## config.mk

```make
export PLATFORM = sky130hd
export DESIGN_NAME = meas_loop_seq
export DESIGN_NICKNAME = d
export VERILOG_FILES = /design/src/rtl/meas_loop_pkg.sv /design/src/rtl/loop_timer.sv /design/src/rtl/bank_rotor.sv /design/src/rtl/cmd_gen.sv /design/src/rtl/meas_loop_seq.sv
export SDC_FILE = /design/constraint.sdc
export NUM_CORES = 1
export LEC_CHECK = 0
export BUFFER_PORTS_ARGS = -buffer_cell sky130_fd_sc_hd__buf_2
export CAP_MARGIN = 15
export CELL_PAD_IN_SITES_DETAIL_PLACEMENT = 1
export CELL_PAD_IN_SITES_GLOBAL_PLACEMENT = 1
export CORE_AREA = 8 8 72 74
export CTS_CLUSTER_SIZE = 28
export DETAILED_ROUTE_END_ITERATION = 12
export DIE_AREA = 0 0 80 82
export GPL_TIMING_DRIVEN = 0
export PLACE_DENSITY_LB_ADDON = 0.1
export SLEW_MARGIN = 20
export SYNTH_ARGS = -nofsm -noshare
export SYNTH_HDL_FRONTEND = slang
export SYNTH_SLANG_ARGS = --single-unit
```

## constraint.sdc

```tcl
create_clock -name clk_i -period 4.85 [get_ports clk_i]
set_clock_uncertainty 0.1 [all_clocks]
set_input_delay 0 -clock clk_i [delete_from_list [all_inputs] [get_ports clk_i]]
set_output_delay 0 -clock clk_i [all_outputs]
set_load 0.02 [all_outputs]
```

## src/rtl/meas_loop_pkg.sv

```systemverilog
package meas_loop_pkg;
  typedef enum logic [1:0] {
    LOOP_ACT_PRE    = 2'd0,
    LOOP_ACT_RD_PRE = 2'd1,
    LOOP_PWR_DOWN   = 2'd2,
    LOOP_QUIET      = 2'd3
  } loop_mode_e;

  // {cs_n, ras_n, cas_n, we_n}
  localparam logic [3:0] CMD_ACT  = 4'b0011;
  localparam logic [3:0] CMD_RD   = 4'b0101;
  localparam logic [3:0] CMD_PRE  = 4'b0010;
  localparam logic [3:0] CMD_DES  = 4'b1111;
  localparam logic [3:0] CMD_FILL = 4'b1000;
endpackage

```

## src/rtl/loop_timer.sv

```systemverilog
module loop_timer #(
  parameter int ROW_CYC = 33,
  localparam int CYC_W  = $clog2(ROW_CYC)
) (
  input  logic             clk_i,
  input  logic             rst_ni,
  input  logic             run_i,
  output logic [CYC_W-1:0] cyc_o,
  output logic             last_o
);
  assign last_o = (cyc_o == CYC_W'(ROW_CYC - 1));

  always_ff @(posedge clk_i or negedge rst_ni) begin
    if (!rst_ni)                cyc_o <= '0;
    else if (!run_i || last_o)  cyc_o <= '0;
    else                        cyc_o <= cyc_o + 1'b1;
  end
endmodule

```

## src/rtl/bank_rotor.sv

```systemverilog
module bank_rotor #(
  parameter int NUM_BANKS = 8,
  localparam int BA_W     = $clog2(NUM_BANKS)
) (
  input  logic            clk_i,
  input  logic            rst_ni,
  input  logic            run_i,
  input  logic            step_i,
  output logic [BA_W-1:0] bank_o,
  output logic            visit_o
);
  always_ff @(posedge clk_i or negedge rst_ni) begin
    if (!rst_ni) begin
      bank_o  <= '0;
      visit_o <= 1'b0;
    end else if (!run_i) begin
      bank_o  <= '0;
      visit_o <= 1'b0;
    end else if (step_i) begin
      visit_o <= ~visit_o;
      if (visit_o)
        bank_o <= (bank_o == BA_W'(NUM_BANKS - 1)) ? '0 : bank_o + 1'b1;
    end
  end
endmodule

```

## src/rtl/cmd_gen.sv

```systemverilog
module cmd_gen
  import meas_loop_pkg::*;
#(
  parameter int ROW_CYC   = 33,
  parameter int ACT_RD    = 9,
  parameter int ACT_PRE   = 24,
  parameter int NUM_BANKS = 8,
  parameter int ADDR_W    = 14,
  localparam int CYC_W    = $clog2(ROW_CYC),
  localparam int BA_W     = $clog2(NUM_BANKS)
) (
  input  logic              run_i,
  input  loop_mode_e        mode_i,
  input  logic [CYC_W-1:0]  cyc_i,
  input  logic [BA_W-1:0]   bank_i,
  input  logic              visit_i,
  output logic              cke_o,
  output logic [3:0]        cmd_o,
  output logic [BA_W-1:0]   ba_o,
  output logic [ADDR_W-1:0] addr_o,
  output logic              iter_o
);
  always_comb begin
    cke_o  = 1'b1;
    cmd_o  = CMD_DES;
    ba_o   = '0;
    addr_o = '0;
    iter_o = 1'b0;
    if (run_i) begin
      iter_o = (cyc_i == '0) && (bank_i == '0) && !visit_i;
      case (mode_i)
        LOOP_PWR_DOWN: begin
          cke_o = 1'b0;
          cmd_o = CMD_FILL;
        end
        LOOP_QUIET: cmd_o = CMD_FILL;
        default: begin
          ba_o = bank_i;
          if (cyc_i == '0) begin
            cmd_o  = CMD_ACT;
            addr_o = {ADDR_W{visit_i}};  // second visit inverts row
          end else if (cyc_i == CYC_W'(ACT_PRE)) begin
            cmd_o = CMD_PRE;
          end else if (mode_i == LOOP_ACT_RD_PRE && cyc_i == CYC_W'(ACT_RD)) begin
            cmd_o = CMD_RD;
          end else if (cyc_i[0]) begin
            cmd_o  = CMD_DES;
            addr_o = '1;
          end else begin
            cmd_o = CMD_FILL;
          end
        end
      endcase
    end
  end
endmodule

```

## src/rtl/meas_loop_seq.sv

```systemverilog
module meas_loop_seq
  import meas_loop_pkg::*;
#(
  parameter int ROW_CYC   = 33,
  parameter int ACT_RD    = 9,
  parameter int ACT_PRE   = 24,
  parameter int NUM_BANKS = 8,
  parameter int ADDR_W    = 14,
  localparam int CYC_W    = $clog2(ROW_CYC),
  localparam int BA_W     = $clog2(NUM_BANKS)
) (
  input  logic              clk_i,
  input  logic              rst_ni,
  input  logic              start_i,
  input  logic              stop_i,
  input  logic [1:0]        mode_i,
  output logic              cke_o,
  output logic              cs_n_o,
  output logic              ras_n_o,
  output logic              cas_n_o,
  output logic              we_n_o,
  output logic [BA_W-1:0]   ba_o,
  output logic [ADDR_W-1:0] addr_o,
  output logic              dm_o,
  output logic              odt_o,
  output logic              iter_start_o
);
  logic             run_q, stop_pend_q;
  loop_mode_e       mode_q;
  logic [CYC_W-1:0] cyc;
  logic             last;
  logic [BA_W-1:0]  bank;
  logic             visit;
  logic [3:0]       cmd;

  always_ff @(posedge clk_i or negedge rst_ni) begin
    if (!rst_ni) begin
      run_q       <= 1'b0;
      stop_pend_q <= 1'b0;
      mode_q      <= LOOP_ACT_PRE;
    end else if (!run_q) begin
      stop_pend_q <= 1'b0;
      if (start_i) begin
        run_q  <= 1'b1;
        mode_q <= loop_mode_e'(mode_i);
      end
    end else if (last && (stop_pend_q || stop_i)) begin
      run_q       <= 1'b0;
      stop_pend_q <= 1'b0;
    end else if (stop_i) begin
      stop_pend_q <= 1'b1;
    end
  end

  loop_timer #(.ROW_CYC(ROW_CYC)) i_timer (
    .clk_i, .rst_ni, .run_i(run_q), .cyc_o(cyc), .last_o(last)
  );

  bank_rotor #(.NUM_BANKS(NUM_BANKS)) i_rotor (
    .clk_i, .rst_ni, .run_i(run_q), .step_i(last), .bank_o(bank), .visit_o(visit)
  );

  cmd_gen #(
    .ROW_CYC(ROW_CYC), .ACT_RD(ACT_RD), .ACT_PRE(ACT_PRE),
    .NUM_BANKS(NUM_BANKS), .ADDR_W(ADDR_W)
  ) i_gen (
    .run_i(run_q), .mode_i(mode_q), .cyc_i(cyc), .bank_i(bank), .visit_i(visit),
    .cke_o, .cmd_o(cmd), .ba_o, .addr_o, .iter_o(iter_start_o)
  );

  assign {cs_n_o, ras_n_o, cas_n_o, we_n_o} = cmd;
  assign dm_o  = 1'b0;
  assign odt_o = 1'b0;
endmodule

```

==> impl_metrics.env <==
export IMPL_status="completed"
export IMPL_ios=31
export IMPL_port_buffers=28
export IMPL_vdd_drop_max_mv=0.203
export IMPL_htree_levels=1
export IMPL_max_slew_margin_pct=36.5
export IMPL_gp_congestion=0.709
export IMPL_critPathArrivalTime_ps=2480
export IMPL_holdWs_ps=71.2
export IMPL_max_freq_ghz=0.387
export IMPL_ant_nets=0
export IMPL_tightest_slew_ps=953
export IMPL_path_clk_slew_ps=60
export IMPL_clockBufferDepth=2
export IMPL_ctsResizeCount=0
export IMPL_cts_setup_buffers=0
export IMPL_combPwrFrac_pct=63.7
export IMPL_maxCapViolations=0
export IMPL_cts_tree="yes"
export IMPL_yosysUniqueCellTypes=34
export IMPL_period_minus_slack_ps=2580
export IMPL_clock_sinks=14
export IMPL_cp_slowest_cell="o22ai_1"
export IMPL_yosysSeqAreaShare_pct=35.9
export IMPL_p_int_w=0.000494
export IMPL_grt_max_degree=15
export IMPL_area_delta_synth_final_pct=31.1
export IMPL_synth_edf_count=0
export IMPL_async_flop_share_pct=100
export IMPL_p_per_area_nw_per_um2=729
export IMPL_place_hpwl_um=2010
export IMPL_setup_viol=0
export IMPL_diodes=0
export IMPL_endpoint_kind="primary output"
export IMPL_rsz0062_at_grt="false"
export IMPL_pwr_share_seq_pct=23.9
export IMPL_power_switching_w=0.000440
export IMPL_postSynthCellCount=104
export IMPL_grt_total_usage_pct=8.13
export IMPL_hp_class="in2reg"
export IMPL_dr_pass1_iters=4
export IMPL_leakage_nw=0.654
export IMPL_synthMuxAreaShare_pct=2.30
export IMPL_antenna_found_initial=0
export IMPL_synth_top_family_by_area="simple AND/OR/NAND/NOR gates"
export IMPL_grt_pass1_wl_um=4200
export IMPL_yosys_warnings=0
export IMPL_drc=0
export IMPL_synth_xor_area_share_pct=5.38
export IMPL_die_h_um=82
export IMPL_coreArea_um2=4140
export IMPL_nets=154
export IMPL_drv_slew=0
export IMPL_worstSkewPairLatency_ps=250
export IMPL_vias=829
export IMPL_synth_seq_cells=14
export IMPL_cts_root_buf="clkbuf_8"
export IMPL_path_class="reg2out"
export IMPL_synth_fa_ha_area_share_pct=7.68
export IMPL_wl_um=2540
export IMPL_swShare_pct=47.1
export IMPL_synth_simple_gate_area_share_pct=26.5
export IMPL_period_share_pct=53.2
export IMPL_grt_overflow=0
export IMPL_first_global_vias=888
export IMPL_wl_per_cell_um=13.2
export IMPL_viasPerCell=4.30
export IMPL_crit_path_start_kind="flip-flop"
export IMPL_synth_compound_area_share_pct=7.30
export IMPL_netlist_area_um2=977
export IMPL_tns_ps=0
export IMPL_synth_ff_type="dfrtp_1"
export IMPL_max_stage_delay_ps=740
export IMPL_start_util_pct=23.6
export IMPL_final_hold_viol_count=0
export IMPL_die_w_um=80
export IMPL_rows=24
export IMPL_holdBufCountCts=4
export IMPL_path_cells="ha_1 -> and4b_1 -> nand3b_1 -> nand2_1 -> o22ai_1 -> buf_4 -> buf_2"
export IMPL_first_iter_violations=18
export IMPL_syn_area_per_cell_um2=9.40
export IMPL_cp_max_fo=14
export IMPL_drive_above_1_share_pct=40.4
export IMPL_die_area_um2=6560
export IMPL_cts_buffers_inserted=3
export IMPL_clkPwrFrac_pct=12.5
export IMPL_critical_path_required_ps=4750
## power by group through the flow
stage	registers (W)	clock network, W	logic (W)
5_1_grt	0.000230	0.000126	0.000656
4_1_cts	0.000224	0.000120	0.000609
2_1_floorplan	0.000205	0	0.000446
3_5_place_dp	0.000225	0	0.000604
3_3_place_gp	0.000224	0	0.000593
6_report	0.000223	0.000116	0.000595
## routing by layer
metal  wire length (µm)  up-vias  share of wire, %  global-route usage [%]
met5                  0        -                 0                       0
met4                 40        0               1.6                    3.82
met3                199        5               7.8                    2.19
met2               1130       32                44                    13.3
met1               1170      389                46                    9.74
li1                   -      403                 -                       -
## flip-flops by register name, summed over array words and instances, names as in the netlist
signal / flops
i_timer.cyc_o: 6
stop_pend_q: 1
run_q: 1
i_rotor.bank_o: 3
i_rotor.visit_o: 1
mode_q: 2
## cell type report
type | instances | area, µm²
fillers | 501 | 2860
multi-input cells | 70 | 488
flip-flops and latches | 14 | 350
repair buffers | 32 | 180
plain buffers | 17 | 128
well taps | 52 | 65.1
clock buffers | 4 | 55.1
inverters | 4 | 15.0
## per-stage QoR
step | worst slack (ps) | power [W] | std cells | instance area (µm²) | util [%]
6_report | 2270 | 0.000934 | 193 | 1280 | 30.9
5_1_grt | 2060 | 0.00101 | 193 | 1280 | 30.9
2_1_floorplan | 2680 | 0.000651 | 105 | 981 | -
4_1_cts | 2200 | 0.000952 | 193 | 1280 | 30.9
3_3_place_gp | 2610 | 0.000817 | 185 | 1190 | 28.6
3_5_place_dp | 2470 | 0.000829 | 185 | 1190 | 28.6
## path summary, 6_finish.rpt
path                                  start           endpoint  slack (ps)  cells after the start
max                        i_timer.cyc_o[0]         addr_o[10]        2270                      7
min                                 start_i              run_q          70                      3
max reg2reg                i_timer.cyc_o[0]  i_rotor.bank_o[0]        2980                      6
min reg2reg                     stop_pend_q        stop_pend_q         400                      2
max in group asynchronous            rst_ni              run_q        4300                      2
min in group asynchronous            rst_ni   i_timer.cyc_o[4]          90                      2
## cells by family (layout without fill, tap and decap cells)
family | count (synthesis) | count (layout)
AOI/OAI and AO/OA | 10 | 10
xor gates and xnor gates | 6 | 6
adders and majority gates | 6 | 6
buffers and inverters | 21 | 57
DFF | 14 | 14
muxes | 2 | 2
other | 1 | 2
and+or+nand+nor | 44 | 44
## critical path: cells and delay by family, from the launching register on
family / cells / cell delay [ps]
flip-flops: 1 / 470
adder cells (fa/ha/maj): 1 / 230
AND/OR/NAND/NOR: 3 / 400
buffers and inverters: 2 / 390
AO/OA/AOI/OAI: 1 / 740
## layout by cell type (no fill, tap or decap), types with 2 or more instances in the layout
cell / count
buf_4: 15
buf_2: 28
inv_1: 4
dlygate4sd3_1: 4
dfrtp_1: 14
o21ai_0: 3
nor2b_1: 2
mux2_2: 2
nand3b_1: 2
nor2_1: 7
xnor2_1: 5
ha_1: 6
conb_1: 2
nand3_1: 7
clkbuf_8: 4
and2_1: 6
nand2_1: 10
## cells in the mapped netlist, types with 2 or more instances
cell type | count | area share [%]
nor2b_1 | 2 | 1.3
dfrtp_1 | 14 | 36
nand2_1 | 10 | 3.8
and2_1 | 6 | 3.8
nand3b_1 | 2 | 1.5
nor2_1 | 7 | 2.7
xnor2_1 | 5 | 4.5
o21ai_0 | 3 | 1.5
inv_1 | 4 | 1.5
buf_4 | 15 | 12
nand3_1 | 7 | 3.6
mux2_2 | 2 | 2.3
ha_1 | 6 | 7.7
Power figures use the tool's default switching activity.
